$ cat src/rtl/dacf_pkg.sv
package dacf_pkg;
   // flag and enable bit positions (software decodes these)
   localparam int FB_UNDER = 0;
   localparam int FB_EMPTY = 1;
   localparam int FB_SYNC  = 2;
   localparam int NFLAGS   = 3;

   // register offsets
   localparam int OFS_CTRL   = 0;
   localparam int OFS_HOLD   = 2;
   localparam int OFS_ACTIVE = 3;
   localparam int OFS_EN_CLR = 4;
   localparam int OFS_EN_SET = 5;
   localparam int OFS_FLAGS  = 6;
   localparam int OFS_STAT   = 7;

   // control register bits
   localparam int CB_RUN  = 0;
   localparam int CB_SRST = 1;

   typedef enum logic [1:0] {
      SRC_NONE   = 2'd0,
      SRC_DATA   = 2'd1,
      SRC_ENABLE = 2'd2,
      SRC_RESET  = 2'd3
   } busy_src_e;
endpackage

$ cat src/rtl/dacf_sync_timer.sv
module dacf_sync_timer
   import dacf_pkg::*;
#(
   parameter int BUSY_CYC = 4
) (
   input  logic      clk,
   input  logic      rst_n,
   input  logic      start,
   input  busy_src_e start_src,
   output logic      busy,
   output logic      data_done
);
   localparam int CW = $clog2(BUSY_CYC + 1);

   logic [CW-1:0] cnt_q;
   busy_src_e     src_q;

   always_ff @(posedge clk or negedge rst_n) begin
      if (!rst_n) begin
         cnt_q <= '0;
         src_q <= SRC_NONE;
      end else if (start) begin
         cnt_q <= CW'(BUSY_CYC);
         src_q <= start_src;
      end else if (cnt_q != '0) begin
         cnt_q <= cnt_q - CW'(1);
      end
   end

   assign busy      = (cnt_q != '0);
   assign data_done = (cnt_q == CW'(1)) && !start && (src_q == SRC_DATA);
endmodule

$ cat src/rtl/dacf_buffer.sv
module dacf_buffer #(
   parameter int DATA_W = 12
) (
   input  logic              clk,
   input  logic              rst_n,
   input  logic              flush,
   input  logic              wr,
   input  logic [DATA_W-1:0] wdata,
   input  logic              evt,
   output logic              full,
   output logic [DATA_W-1:0] hold_q,
   output logic [DATA_W-1:0] active_q,
   output logic              empty_set,
   output logic              under_set
);
   logic load;

   assign load = evt && full && !flush;

   always_ff @(posedge clk or negedge rst_n) begin
      if (!rst_n) begin
         full     <= 1'b0;
         hold_q   <= '0;
         active_q <= '0;
      end else if (flush) begin
         full     <= 1'b0;
         hold_q   <= '0;
         active_q <= '0;
      end else begin
         if (load)
            active_q <= hold_q;
         if (wr) begin
            hold_q <= wdata;
            full   <= 1'b1;
         end else if (load) begin
            full <= 1'b0;
         end
      end
   end

   assign empty_set = load && !wr;
   assign under_set = evt && !full && !flush;
endmodule

$ cat src/rtl/dacf_flag_bank.sv
module dacf_flag_bank #(
   parameter int NF = 3
) (
   input  logic          clk,
   input  logic          rst_n,
   input  logic          flush,
   input  logic [NF-1:0] set_v,
   input  logic [NF-1:0] clr_v,
   output logic [NF-1:0] flags
);
   for (genvar i = 0; i < NF; i++) begin : g_flag
      always_ff @(posedge clk or negedge rst_n) begin
         if (!rst_n)
            flags[i] <= 1'b0;
         else if (flush)
            flags[i] <= 1'b0;
         else if (set_v[i])
            flags[i] <= 1'b1;
         else if (clr_v[i])
            flags[i] <= 1'b0;
      end
   end
endmodule

$ cat src/rtl/dac_irq_flag_ctrl.sv
module dac_irq_flag_ctrl
   import dacf_pkg::*;
#(
   parameter int DATA_W   = 12,
   parameter int ADDR_W   = 3,
   parameter int BUSY_CYC = 4
) (
   input  logic              clk,
   input  logic              rst_n,
   input  logic              bus_wr,
   input  logic [ADDR_W-1:0] bus_addr,
   input  logic [DATA_W-1:0] bus_wdata,
   output logic [DATA_W-1:0] bus_rdata,
   input  logic              wr_lock,
   input  logic              conv_evt,
   output logic [DATA_W-1:0] dac_data,
   output logic              irq
);
   if (DATA_W < 8)
      $error("dac_irq_flag_ctrl: DATA_W must be at least 8");
   if (ADDR_W < 3)
      $error("dac_irq_flag_ctrl: ADDR_W must be at least 3");
   if (BUSY_CYC < 1)
      $error("dac_irq_flag_ctrl: BUSY_CYC must be at least 1");

   localparam int PADF = DATA_W - NFLAGS;
   localparam int PAD1 = DATA_W - 1;

   logic wr_ctrl, wr_hold, wr_enclr, wr_enset, wr_flags, soft_rst;
   logic run_q;
   logic [NFLAGS-1:0] irq_en, flags, set_v, clr_v;
   logic buf_full, empty_set, under_set, busy, data_done;
   logic [DATA_W-1:0] hold_q;
   busy_src_e start_src;

   assign wr_ctrl  = bus_wr && (bus_addr == ADDR_W'(OFS_CTRL));
   assign wr_hold  = bus_wr && (bus_addr == ADDR_W'(OFS_HOLD));
   assign wr_enclr = bus_wr && (bus_addr == ADDR_W'(OFS_EN_CLR));
   assign wr_enset = bus_wr && (bus_addr == ADDR_W'(OFS_EN_SET));
   assign wr_flags = bus_wr && (bus_addr == ADDR_W'(OFS_FLAGS)) && !wr_lock;
   assign soft_rst = wr_ctrl && bus_wdata[CB_SRST];

   always_comb begin
      if (soft_rst)     start_src = SRC_RESET;
      else if (wr_ctrl) start_src = SRC_ENABLE;
      else              start_src = SRC_DATA;
   end

   dacf_sync_timer #(.BUSY_CYC(BUSY_CYC)) u_timer (
      .clk       (clk),
      .rst_n     (rst_n),
      .start     (wr_ctrl || wr_hold),
      .start_src (start_src),
      .busy      (busy),
      .data_done (data_done)
   );

   dacf_buffer #(.DATA_W(DATA_W)) u_buf (
      .clk       (clk),
      .rst_n     (rst_n),
      .flush     (soft_rst),
      .wr        (wr_hold),
      .wdata     (bus_wdata),
      .evt       (conv_evt),
      .full      (buf_full),
      .hold_q    (hold_q),
      .active_q  (dac_data),
      .empty_set (empty_set),
      .under_set (under_set)
   );

   always_comb begin
      set_v           = '0;
      set_v[FB_UNDER] = under_set;
      set_v[FB_EMPTY] = empty_set;
      set_v[FB_SYNC]  = data_done;
      clr_v           = wr_flags ? bus_wdata[NFLAGS-1:0] : '0;
      clr_v[FB_EMPTY] = clr_v[FB_EMPTY] | wr_hold;
   end

   dacf_flag_bank #(.NF(NFLAGS)) u_flags (
      .clk   (clk),
      .rst_n (rst_n),
      .flush (soft_rst),
      .set_v (set_v),
      .clr_v (clr_v),
      .flags (flags)
   );

   always_ff @(posedge clk or negedge rst_n) begin
      if (!rst_n) begin
         irq_en <= '0;
         run_q  <= 1'b0;
      end else if (soft_rst) begin
         irq_en <= '0;
         run_q  <= 1'b0;
      end else begin
         if (wr_enset) irq_en <= irq_en | bus_wdata[NFLAGS-1:0];
         if (wr_enclr) irq_en <= irq_en & ~bus_wdata[NFLAGS-1:0];
         if (wr_ctrl)  run_q  <= bus_wdata[CB_RUN];
      end
   end

   assign irq = |(flags & irq_en);

   always_comb begin
      bus_rdata = '0;
      if      (bus_addr == ADDR_W'(OFS_CTRL))   bus_rdata = {{PAD1{1'b0}}, run_q};
      else if (bus_addr == ADDR_W'(OFS_HOLD))   bus_rdata = hold_q;
      else if (bus_addr == ADDR_W'(OFS_ACTIVE)) bus_rdata = dac_data;
      else if (bus_addr == ADDR_W'(OFS_EN_CLR) ||
               bus_addr == ADDR_W'(OFS_EN_SET)) bus_rdata = {{PADF{1'b0}}, irq_en};
      else if (bus_addr == ADDR_W'(OFS_FLAGS))  bus_rdata = {{PADF{1'b0}}, flags};
      else if (bus_addr == ADDR_W'(OFS_STAT))   bus_rdata = {{PAD1{1'b0}}, busy};
   end
endmodule

$ cat config.mk
export PLATFORM = sky130hd
export DESIGN_NAME = dac_irq_flag_ctrl
export DESIGN_NICKNAME = d
export VERILOG_FILES = /design/src/rtl/dacf_pkg.sv /design/src/rtl/dacf_sync_timer.sv /design/src/rtl/dacf_buffer.sv /design/src/rtl/dacf_flag_bank.sv /design/src/rtl/dac_irq_flag_ctrl.sv
export SDC_FILE = /design/constraint.sdc
export NUM_CORES = 1
export LEC_CHECK = 0
export BUFFER_PORTS_ARGS = -buffer_cell sky130_fd_sc_hd__clkbuf_2
export CORE_MARGIN = 2
export CORE_UTILIZATION = 45
export CTS_CLUSTER_DIAMETER = 60
export CTS_CLUSTER_SIZE = 16
export DETAILED_ROUTE_END_ITERATION = 16
export GPL_TIMING_DRIVEN = 0
export PLACE_DENSITY = 0.69
export SKIP_LAST_GASP = 1
export SYNTH_ARGS = -nofsm -noshare
export SYNTH_HDL_FRONTEND = slang
export SYNTH_SLANG_ARGS = --single-unit
$ cat constraint.sdc
create_clock -name clk -period 1.6 [get_ports clk]
set_clock_uncertainty 0.1 [all_clocks]
set_input_delay 0.08 -clock clk [delete_from_list [all_inputs] [get_ports clk]]
set_output_delay 0.08 -clock clk [all_outputs]
set_load 0.005 [all_outputs]
==> metrics.yaml, run 1 <==
run_status:
  run_status: "finished, final reports clean"
sta:
  timing.final.hold_violations: 0
  layout_setup_ws_ps: 9.08
  report.final.setup_viol: 0
  relSlewSlack_pct: 39.0
  final_min_period_over_clock_period_pct: 99.4
  timing.final.crit_period_ps: 1590
  fin_tns_setup_ps: 0
  achievable-frequency_ghz: 0.629
  final_max_slew_viol_count: 0
  tightest_slew_ps: 915
  rsz0062_at_grt: "true"
worst_setup_path:
  regToRegStartpoint: "u_buf.full"
  cp-end-kind: "output pin"
  crit_path_start_kind: "flop"
  r2r-end: "u_buf.active_q[5]"
  required_arrival_time_at_the_worst_endpoint_ps: 1420
  ff2ff_setup_slack_ps: 260
  critical_path.max_fanout: 3
  worst_path_arrival_time_ps: 1410
  path_class: "reg -> out"
  r2r_depth: 4
synth:
  ys_dominant_reg_cell: "sky130_fd_sc_hd__dfrtp_1"
  synth_async_sr_flop_share_pct: 100
  synth.ff_latch_count: 37
  yosysWarnings: 0
  syn_inst: 200
  post_synth_net_total: 223
  synth_sequential_area_ratio_pct: 49.3
  post_synth_num_cell_types: 35
  synth_area_um2: 1880
  post_synth.cell_area_avg_um2: 9.40
  synth_edf_count: 0
placed_design:
  place_ws_ps: 187
  detailed_place_hpwl_um: 3230
  gp_congestion: 0.834
  io_buffers: 43
hold_path:
  hold_path_depth: 3
  whs_endpoint: "u_buf.hold_q[1]"
  hp-class: "in -> reg"
  holdCritStartpoint: "bus_addr[0]"
global_routing:
  antenna_found_initial: 0
  gr-usage-all-layers_pct: 22.6
  globalRouteOverflowTotal: 0
  grt_pass1_wl_um: 7710
  grt_pass1_vias: 1580
  largest_net_degree_at_the_start_of_global_routing: 38
finish:
  area_growth_pct: 30.4
  final_common_cell: "sky130_fd_sc_hd__clkbuf_2"
  most-common-layout-cells: "sky130_fd_sc_hd__clkbuf_2, sky130_fd_sc_hd__nand2_1, sky130_fd_sc_hd__dfrtp_1"
  diodes: 0
  drive_gt1_share_pct: 26.5
  design.final.nets: 291
power_and_ir_drop:
  final_total_pwr_mw: 2.90
  sw_frac_of_total_pct: 30.8
  power.static_leakage_nw: 1.21
  net-switching-power_uw: 891
  power.combinational.fraction_pct: 27.8
  power.density_cell_area_nw_per_um2: 1180
  power.share.sequential_pct: 44.9
  peak_vdd_ir_mv: 0.824
  power_frac_clock_pct: 27.4
  internal_power_mw: 2.00
clock_tree:
  clkSinkCount: 37
  clk_pin_slew_worst_paths_ps: 70
  tritoncts.num_buffers: 5
  htreeDepth: 2
  tritoncts: "built"
  insertion_delay_ps: 290
  cts_max_path_buffers: 2
  cts.root.buffer_cell: "sky130_fd_sc_hd__clkbuf_8"
drt:
  dr.max_layer_used: "met4"
  router_iterations_before_antenna_repair: 5
  wire_per_inst_um: 15.0
  met3_length_um: 240
  detail_route.wirelength_um: 4770
  route.vias.total: 1686
  route.detailed.vias_per_inst: 5.30
  wl_met1_um: 2150
  antenna_violating_nets_post_route: 0
  drt_drc_violations_left: 0
  initialDrtViolationCount: 109
  dr_wl_met2_um: 2330
die:
  rows: 23
  design.die.area_um2: 4710
  die_height_um: 68.6
  ios: 45
  dieWidth_um: 68.6
  floorplan.core_area_um2: 4000
  initial_utilization_pct: 47.0
job:
  cap_viol_max_count: 0
## cell usage after synthesis (2+ instances only)
cell,instances,area share [%]
sky130_fd_sc_hd__dfrtp_1,37,49
sky130_fd_sc_hd__a21oi_1,16,4.3
sky130_fd_sc_hd__o22a_1,2,0.93
sky130_fd_sc_hd__mux2i_1,14,7.5
sky130_fd_sc_hd__inv_1,8,1.6
sky130_fd_sc_hd__nor2_1,18,3.6
sky130_fd_sc_hd__o21ai_0,9,2.4
sky130_fd_sc_hd__buf_2,10,2.7
sky130_fd_sc_hd__nand2b_1,3,1.0
sky130_fd_sc_hd__nand2_1,41,8.2
sky130_fd_sc_hd__o2bb2ai_1,13,6.1
sky130_fd_sc_hd__nand4bb_1,2,1.2
sky130_fd_sc_hd__ha_1,3,2.0
sky130_fd_sc_hd__a22o_1,2,0.93
sky130_fd_sc_hd__nand4b_1,2,0.93
## layer usage
metal | GRT usage [%] | vias up
li1 | - | 834
met1 | 29.8 | 797
met2 | 37.0 | 51
met3 | 4.87 | 4
met4 | 7.00 | 0
met5 | 0 | -
## per-stage QoR
step / std cells / hold WS (ps) / instance area, um2 / utilization [%]
final: 318 / 84.8 / 2450 / 61.3
after CTS: 316 / 86.4 / 2430 / 60.9
after floorplan: 200 / -316 / 1880 / -
after detailed placement: 293 / 162 / 2160 / 53.9
after global placement: 293 / 172 / 2160 / 53.9
after global routing: 318 / 106 / 2450 / 61.3
## kinds of logic after synthesis
kind of cell / after synthesis / synth area share [%]
AO/OA/AOI/OAI: 49 / 17.6
XOR/XNOR: 1 / 0.466
adder cells (fa/ha/maj): 3 / 2.00
buffers and inverters: 21 / 4.93
flip-flops: 37 / 49.3
multiplexers: 14 / 7.46
AND/OR/NAND/NOR: 75 / 18.2
## sequential cells by signal (all words and copies together), names as in the netlist
| register | count |
|---|---|
| u_buf.hold_q | 12 |
| u_timer.cnt_q | 3 |
| u_flags.flags | 3 |
| irq_en | 3 |
| u_buf.active_q | 12 |
| run_q | 1 |
| u_timer.src_q | 2 |
| u_buf.full | 1 |
## worst max path at each step
stage	startpoint	endpoint	slack [ps]	depth (start not counted)
final	u_timer.cnt_q[1]	bus_rdata[0]	9	5
after global routing	u_timer.cnt_q[1]	bus_rdata[0]	-30	5
after CTS	u_timer.cnt_q[1]	bus_rdata[0]	4	5
after detailed placement	u_buf.full	u_buf.active_q[5]	190	4
after global placement	bus_addr[0]	bus_rdata[8]	200	6
after floorplan	u_timer.cnt_q[0]	bus_rdata[0]	370	4
## cell type report
class	instances	area, um2
Buffer	13	63.8
Clock buffer	5	68.8
Clock inverter	2	35.0
Fill cell	356	1550
Inverter	8	30.0
Multi-Input combinational cell	142	880
Sequential cell	37	926
Tap cell	50	62.6
Timing Repair Buffer	61	385
## critical path, stage by stage, from the launching register on
cell                       delay [ps]
sky130_fd_sc_hd__dfrtp_1          390
sky130_fd_sc_hd__inv_2             60
sky130_fd_sc_hd__ha_4             170
sky130_fd_sc_hd__a311oi_2         230
sky130_fd_sc_hd__o22a_1           170
sky130_fd_sc_hd__clkbuf_2         100
## timing repair
item,CTS,global route
resized for setup,4,2
endpoints found under the setup margin,1,2
hold buffers,14,0
buffers inserted,2,2
pin swaps,2,2
endpoints found under the hold margin,51,0
## power groups by stage
stage | sequential, mW | combinational (mW) | clock, mW
after floorplan | 1.28 | 0.424 | 0
after global placement | 1.31 | 0.630 | 0
after detailed placement | 1.32 | 0.650 | 0
after CTS | 1.29 | 0.765 | 0.799
after global routing | 1.33 | 0.918 | 0.831
final | 1.30 | 0.804 | 0.792
(Power assumes the default switching activity.)
==> inputs of run 2 (changes only) <==
--- a/config.mk
+++ b/config.mk
@@ -13,6 +13,7 @@
 export DETAILED_ROUTE_END_ITERATION = 16
 export GPL_TIMING_DRIVEN = 0
 export PLACE_DENSITY = 0.69
+export SETUP_SLACK_MARGIN = 0.1
 export SKIP_LAST_GASP = 1
 export SYNTH_ARGS = -nofsm -noshare
 export SYNTH_HDL_FRONTEND = slang
==> run 2 against run 1 <==
Effect of this change: power about the same; sequential power about the same; critical path depth unchanged; fmax fell by 0.29%; count of clock-buffer cells in the layout unchanged; register-to-register slack hardly changed; routed wire length rose by 0.97%; cell count rose by 0.31%; design area increased by 0.51%; non-clock buffer count increased by 1; highest routed layer unchanged.
==> metrics.yaml, run 2 (synthesized netlist as in run 1, its figures left out) <==
run_status:
  run_status: "finished, final reports clean"
die:
  initial_utilization_pct: 47.0  # unchanged
  die_height_um: 68.6  # unchanged
  ios: 45  # unchanged
  design.die.area_um2: 4710  # unchanged
  floorplan.core_area_um2: 4000  # unchanged
  dieWidth_um: 68.6  # unchanged
  rows: 23  # unchanged
sta:
  timing.final.crit_period_ps: 1600  # +4.59 ps
  final_min_period_over_clock_period_pct: 99.7  # +0.29 points
  layout_setup_ws_ps: 4.49  # -4.59 ps
  rsz0062_at_grt: "true"
  timing.final.hold_violations: 0  # unchanged
  hold_ws_ps: 83.8  # -0.988 ps
  report.final.setup_viol: 0  # unchanged
  achievable-frequency_ghz: 0.627  # -0.29%
  relSlewSlack_pct: 38.5  # -0.54 points
  tightest_slew_ps: 923  # +8.17 ps
  fin_tns_setup_ps: 0  # unchanged
  final_max_slew_viol_count: 0  # unchanged
global_routing:
  largest_net_degree_at_the_start_of_global_routing: 38  # unchanged
  gr-usage-all-layers_pct: 22.7  # +0.14 points
  grt_pass1_vias: 1596  # +1.0%
  antenna_found_initial: 0  # unchanged
  grt_pass1_wl_um: 7760  # +0.71%
  globalRouteOverflowTotal: 0  # unchanged
hold_path:
  holdCritStartpoint: "bus_addr[0]"
  hold_path_depth: 3  # unchanged
  hp-class: "in -> reg"
clock_tree:
  htreeDepth: 2  # unchanged
  insertion_delay_ps: 290  # about the same
  tritoncts.num_buffers: 5  # unchanged
  cts_max_path_buffers: 2  # unchanged
  cts.root.buffer_cell: "sky130_fd_sc_hd__clkbuf_8"
  clkSinkCount: 37  # unchanged
  clk_pin_slew_worst_paths_ps: 80  # about the same
  tritoncts: "built"
placed_design:
  detailed_place_hpwl_um: 3230  # unchanged
  postPlaceCellArea_um2: 2160  # unchanged
  dp_cells: 293  # unchanged
  io_buffers: 43  # unchanged
  place_ws_ps: 187  # unchanged
  gp_congestion: 0.834  # unchanged
power_and_ir_drop:
  power.static_leakage_nw: 1.21  # +0.38%
  net-switching-power_uw: 891  # about the same
  power.share.sequential_pct: 44.8  # about the same
  power.density_cell_area_nw_per_um2: 1180  # -0.44%
  power.combinational.fraction_pct: 27.8  # about the same
  power_frac_clock_pct: 27.4  # about the same
  final_total_pwr_mw: 2.90  # about the same
  internal_power_mw: 2.01  # about the same
  peak_vdd_ir_mv: 0.811  # -1.7%
  sw_frac_of_total_pct: 30.8  # about the same
worst_setup_path:
  critical_path.max_fanout: 3  # unchanged
  regToRegStartpoint: "u_buf.full"
  crit_path_start_kind: "flop"
  r2r_depth: 4  # unchanged
  worst_path_arrival_time_ps: 1420  # about the same
  crit_path_start: "u_timer.cnt_q[1]"
  required_arrival_time_at_the_worst_endpoint_ps: 1420  # about the same
  timing.critical_path.slowest_stage_cell: "sky130_fd_sc_hd__dfrtp_1"
  worstPathCellList: "inv_2, ha_4, a311oi_2, o22a_1, clkbuf_2"
  path_class: "reg -> out"
  cp-end-kind: "output pin"
  biggest_cell_delay_along_the_critical_path_ps: 390  # about the same
drt:
  dr.max_layer_used: "met4"
  antenna_violating_nets_post_route: 0  # unchanged
  route.vias.total: 1691  # +0.30%
  detail_route.wirelength_um: 4810  # +0.97%
  route.detailed.vias_per_inst: 5.30  # about the same
  wl_met1_um: 2140  # -0.23%
  router_iterations_before_antenna_repair: 4  # -1
  initialDrtViolationCount: 123  # +13%
  met3_length_um: 258  # +7.5%
  drt_drc_violations_left: 0  # unchanged
  dr_wl_met2_um: 2350  # +0.82%
  wire_per_inst_um: 15.1  # +0.65%
finish:
  diodes: 0  # unchanged
  most-common-layout-cells: "sky130_fd_sc_hd__clkbuf_2, sky130_fd_sc_hd__nand2_1, sky130_fd_sc_hd__dfrtp_1"
  design.final.nets: 292  # +0.34%
  finish.cell_count_without_fillers: 319  # +0.31%
  reg_top3: "u_buf.active_q (12), u_buf.hold_q (12)"
  area_growth_pct: 31.1
  final_common_cell: "sky130_fd_sc_hd__clkbuf_2"
  final_design_area_no_fill_um2: 2460  # +0.51%
  utilization_pct: 61.6  # +0.31 points
  drive_gt1_share_pct: 26.4  # -0.098 points
job:
  cap_viol_max_count: 0  # unchanged
[run 2: power by group through the flow]
stage                     Combinational, mW  Clock (mW)  Sequential (mW)
after detailed placement              0.650           0             1.32
after global routing                  0.922       0.831             1.33
after floorplan                       0.424           0             1.28
after CTS                             0.786       0.799             1.29
final                                 0.806       0.794             1.30
after global placement                0.630           0             1.31
[run 2: layout make-up]
| type | count | area, um2 |
|---|---|---|
| buffer | 13 | 66.3 |
| clock buffer | 5 | 68.8 |
| clock inverter | 2 | 35.0 |
| fill | 355 | 1540 |
| inverter | 8 | 30.0 |
| multi-input combinational | 142 | 880 |
| sequential | 37 | 926 |
| tap | 50 | 62.6 |
| timing repair buffer | 62 | 395 |
[run 2: per-layer routing]
metal  track usage (%)  vias up
met4              7.00        0
li1                  -      832
met2              37.4       51
met5                 0        -
met3              4.87        7
met1              29.9      801
[run 2: worst max-delay path, delay by kind of cell (launching register included)]
kind	cells	cell delay [ps]
DFF	1	390
AOI/OAI and AO/OA	2	400
adders and majority gates	1	170
buffers and inverters	2	160
[run 2: path summary, 6_finish.rpt]
check | slack, ps | end
worst max-delay path | 4 | bus_rdata[0]
worst min-delay path | 80 | u_buf.hold_q[1]
worst max register to register | 250 | u_buf.active_q[5]
worst min register to register | 390 | u_timer.src_q[1]
max in group asynchronous | 480 | u_buf.hold_q[0]
min in group asynchronous | 350 | u_timer.src_q[0]
[run 2: timing repair]
action,4_1_cts,5_1_grt
setup buffers,3,1
cloned,0,0
endpoints found under the hold margin,51,0
hold buffers,15,0
pin swaps,2,5
resized for setup,5,2
endpoints found under the setup margin,1,14
==> inputs of run 3 (changes only) <==
--- a/config.mk
+++ b/config.mk
@@ -12,9 +12,10 @@
 export CTS_CLUSTER_SIZE = 16
 export DETAILED_ROUTE_END_ITERATION = 16
 export GPL_TIMING_DRIVEN = 0
-export PLACE_DENSITY = 0.69
+export PLACE_DENSITY = 0.68
 export SETUP_SLACK_MARGIN = 0.1
 export SKIP_LAST_GASP = 1
 export SYNTH_ARGS = -nofsm -noshare
 export SYNTH_HDL_FRONTEND = slang
+export SYNTH_HIERARCHICAL = 1
 export SYNTH_SLANG_ARGS = --single-unit
==> run 3 against run 2 <==
Effect of this change: the run now ends with setup timing left; combinational power up 33%; die area grew 13%; register-to-register slack got worse by 120 ps; critical path depth rose by 2.
==> metrics.yaml, run 3 <==
synth:
  synth_async_sr_flop_share_pct: 100  # unchanged
  post_synth_num_cell_types: 39  # +11%
  post_synth.cell_area_avg_um2: 10.2  # +8.8%
  synth_common_cells: "sky130_fd_sc_hd__dfrtp_1, sky130_fd_sc_hd__nor2_1, sky130_fd_sc_hd__mux2i_1"
  synth_area_um2: 2150  # +14%
  synth.most_common_cell: "sky130_fd_sc_hd__dfrtp_1"
  synth_area_leaders: "sky130_fd_sc_hd__dfrtp_1, sky130_fd_sc_hd__mux2i_1, sky130_fd_sc_hd__nor2_1, sky130_fd_sc_hd__nand3_1, sky130_fd_sc_hd__a21oi_1"
  netlist.area_leader.share_pct: 43.1  # -6.1 points
  yosysWarnings: 6  # +6
  post-synth-top-area-cell: "sky130_fd_sc_hd__dfrtp_1"
  synth.ff_latch_count: 37  # unchanged
  synth_edf_count: 0  # unchanged
  ys_dominant_reg_cell: "sky130_fd_sc_hd__dfrtp_1"
  syn_inst: 210  # +5.0%
  synth_sequential_area_ratio_pct: 43.1  # -6.1 points
  post_synth_net_total: 233  # +4.5%
placed_design:
  gp_congestion: 0.772  # -7.4%
  postPlaceCellArea_um2: 2430  # +13%
  place_ws_ps: -175  # -362 ps
  detailed_place_hpwl_um: 3560  # +10%
  io_buffers: 43  # unchanged
finish:
  design.final.nets: 304  # +4.1%
  area_growth_pct: 26.5
  final_design_area_no_fill_um2: 2720  # +10%
  drive_gt1_share_pct: 34.2  # +7.8 points
  final_common_cell: "sky130_fd_sc_hd__clkbuf_2"
  most-common-layout-cells: "sky130_fd_sc_hd__clkbuf_2, sky130_fd_sc_hd__dfrtp_1, sky130_fd_sc_hd__nor2_1"
  reg_top3: "u_buf/active_q (12), u_buf/hold_q (12)"
  diodes: 0  # unchanged
run_status:
  violated_checks: "setup timing"
  run_status: "complete, but fails checks"
drt:
  initialDrtViolationCount: 80  # -35%
  antenna_violating_nets_post_route: 0  # unchanged
  wire_per_inst_um: 15.8  # +4.9%
  detail_route.wirelength_um: 5300  # +10%
  drt_drc_violations_left: 0  # unchanged
  router_iterations_before_antenna_repair: 4  # unchanged
  route.vias.total: 1778  # +5.1%
  route.detailed.vias_per_inst: 5.31  # +0.12%
worst_setup_path:
  timing.critical_path.slowest_stage_cell: "sky130_fd_sc_hd__mux4_2"
  cp-end-kind: "output pin"
  worst_path_arrival_time_ps: 1690  # +270 ps
  regToRegStartpoint: "u_timer/cnt_q[1]"
  ff2ff_setup_slack_ps: 130  # -120 ps
  required_arrival_time_at_the_worst_endpoint_ps: 1420  # about the same
  path_class: "reg -> out"
  r2r_depth: 6  # +2
  critical_path.max_fanout: 2  # -1
  r2r-end: "u_timer/cnt_q[2]"
  biggest_cell_delay_along_the_critical_path_ps: 470  # +80 ps
  crit_path_start_kind: "flop"
  worstPathCellList: "inv_2, ha_4, nand2b_4, mux4_2, nand2_1, o21ai_1, clkbuf_2"
power_and_ir_drop:
  power.static_leakage_nw: 1.31  # +7.8%
  net-switching-power_uw: 950  # +6.6%
  power.combinational.fraction_pct: 35.0  # +7.2 points
  power.share.sequential_pct: 43.6  # -1.2 points
  power.density_cell_area_nw_per_um2: 1130  # -3.9%
  peak_vdd_ir_mv: 0.591  # -27%
  internal_power_mw: 2.12  # +5.6%
  power_frac_clock_pct: 21.5  # -5.9 points
  final_total_pwr_mw: 3.07  # +5.9%
  sw_frac_of_total_pct: 30.9  # +0.19 points
sta:
  relSlewSlack_pct: 38.6  # +0.15 points
  tightest_slew_ps: 921  # -2.29 ps
  timing.final.hold_violations: 0  # unchanged
  layout_setup_ws_ps: -269  # -274 ps
  rsz0062_at_grt: "true"
  final_max_slew_viol_count: 0  # unchanged
  timing.final.crit_period_ps: 1870  # +274 ps
  final_min_period_over_clock_period_pct: 117  # +17 points
  achievable-frequency_ghz: 0.535  # -15%
  report.final.setup_viol: 1  # +1
die:
  floorplan.core_area_um2: 4660  # +17%
  ios: 45  # unchanged
  die_height_um: 73.1  # +6.5%
  initial_utilization_pct: 46.1  # -0.91 points
  design.die.area_um2: 5340  # +13%
  rows: 25  # +8.7%
  dieWidth_um: 73.1  # +6.5%
hold_path:
  hp-class: "in -> reg"
  whs_endpoint: "u_buf/full"
  holdCritStartpoint: "conv_evt"
  hold_path_depth: 3  # unchanged
global_routing:
  grt_pass1_wl_um: 8870  # +14%
  largest_net_degree_at_the_start_of_global_routing: 38  # unchanged
  globalRouteOverflowTotal: 0  # unchanged
  grt_pass1_vias: 1824  # +14%
  gr-usage-all-layers_pct: 21.9  # -0.79 points
  antenna_found_initial: 0  # unchanged
clock_tree:
  htreeDepth: 2  # unchanged
  clk_pin_slew_worst_paths_ps: 70  # about the same
  clkSinkCount: 37  # unchanged
  cts.root.buffer_cell: "sky130_fd_sc_hd__clkbuf_8"
  tritoncts.num_buffers: 5  # unchanged
  insertion_delay_ps: 290  # about the same
  cts_max_path_buffers: 2  # unchanged
  tritoncts: "built"
job:
  cap_viol_max_count: 0  # unchanged
run 3: kinds of logic (layout without fill, tap and decap cells):
family / Yosys count / count (layout) / synth area share [%]
flip-flops: 37 / 37 / 43.1
buffers and inverters: 26 / 97 / 7.75
multiplexers: 27 / 27 / 13.7
AND/OR/NAND/NOR: 73 / 73 / 17.9
AO/OA/AOI/OAI: 44 / 44 / 15.8
adder cells (fa/ha/maj): 3 / 3 / 1.75
run 3: metrics by stage:
step                hold slack [ps]  TNS, ps  utilization (%)  std cells
floorplan                      -316        0                -        210
global placement                176    -2740             52.2        307
detailed placement              172    -3200             52.2        307
CTS                            5.01     -273             57.6        331
global route                   12.5     -322             58.3        335
finish                         6.83     -269             58.3        335
run 3: cell type report:
cell class                 count  area, um2
buffer                        15        125
clock buffer                   7       86.3
fill                         409       1950
inverter                      11       41.3
multi-input combinational    147       1070
sequential                    37        926
tap                           54       67.6
timing repair buffer          64        403
run 3: per-layer routing:
| layer | up-vias | routed length (um) | global-route usage [%] |
|---|---|---|---|
| li1 | 869 | - | - |
| met1 | 858 | 2460 | 29.4 |
| met2 | 42 | 2590 | 35.6 |
| met3 | 9 | 188 | 4.14 |
| met4 | 0 | 63 | 7.20 |
| met5 | - | 0 | 0 |
run 3: timing repair:
| item | in CTS | in global routing |
|---|---|---|
| hold buffers | 12 | 0 |
| pin swaps | 3 | 2 |
| endpoints found under the hold margin | 48 | 0 |
| gates resized for setup | 5 | 2 |
| setup buffers | 5 | 4 |
| endpoints found under the setup margin | 2 | 23 |
run 3: worst max-delay path: cells and delay by family (launching register included):
kind,cells,cell delay (ps)
buf+inv,2,190
fa+ha+maj,1,150
mux,1,470
flops,1,390
simple gates,2,130
compound gates,1,50
run 3: how the worst max path moves through the flow:
| stage | start | to |
|---|---|---|
| 2_1_floorplan | u_timer/cnt_q[0] | bus_rdata[0] |
| 3_3_place_gp | bus_addr[0] | u_buf/hold_q[0] |
| 3_5_place_dp | bus_addr[0] | u_buf/hold_q[0] |
| 4_1_cts | u_timer/cnt_q[1] | bus_rdata[0] |
| 5_1_grt | u_timer/cnt_q[0] | bus_rdata[0] |
| 6_report | u_timer/cnt_q[1] | bus_rdata[0] |
run 3: power by group through the flow:
stage / logic [mW] / registers (mW) / clock network [mW]
finish: 1.07 / 1.34 / 0.660
global route: 1.20 / 1.36 / 0.726
CTS: 1.02 / 1.34 / 0.677
detailed placement: 0.868 / 1.35 / 0
global placement: 0.842 / 1.34 / 0
floorplan: 0.612 / 1.30 / 0
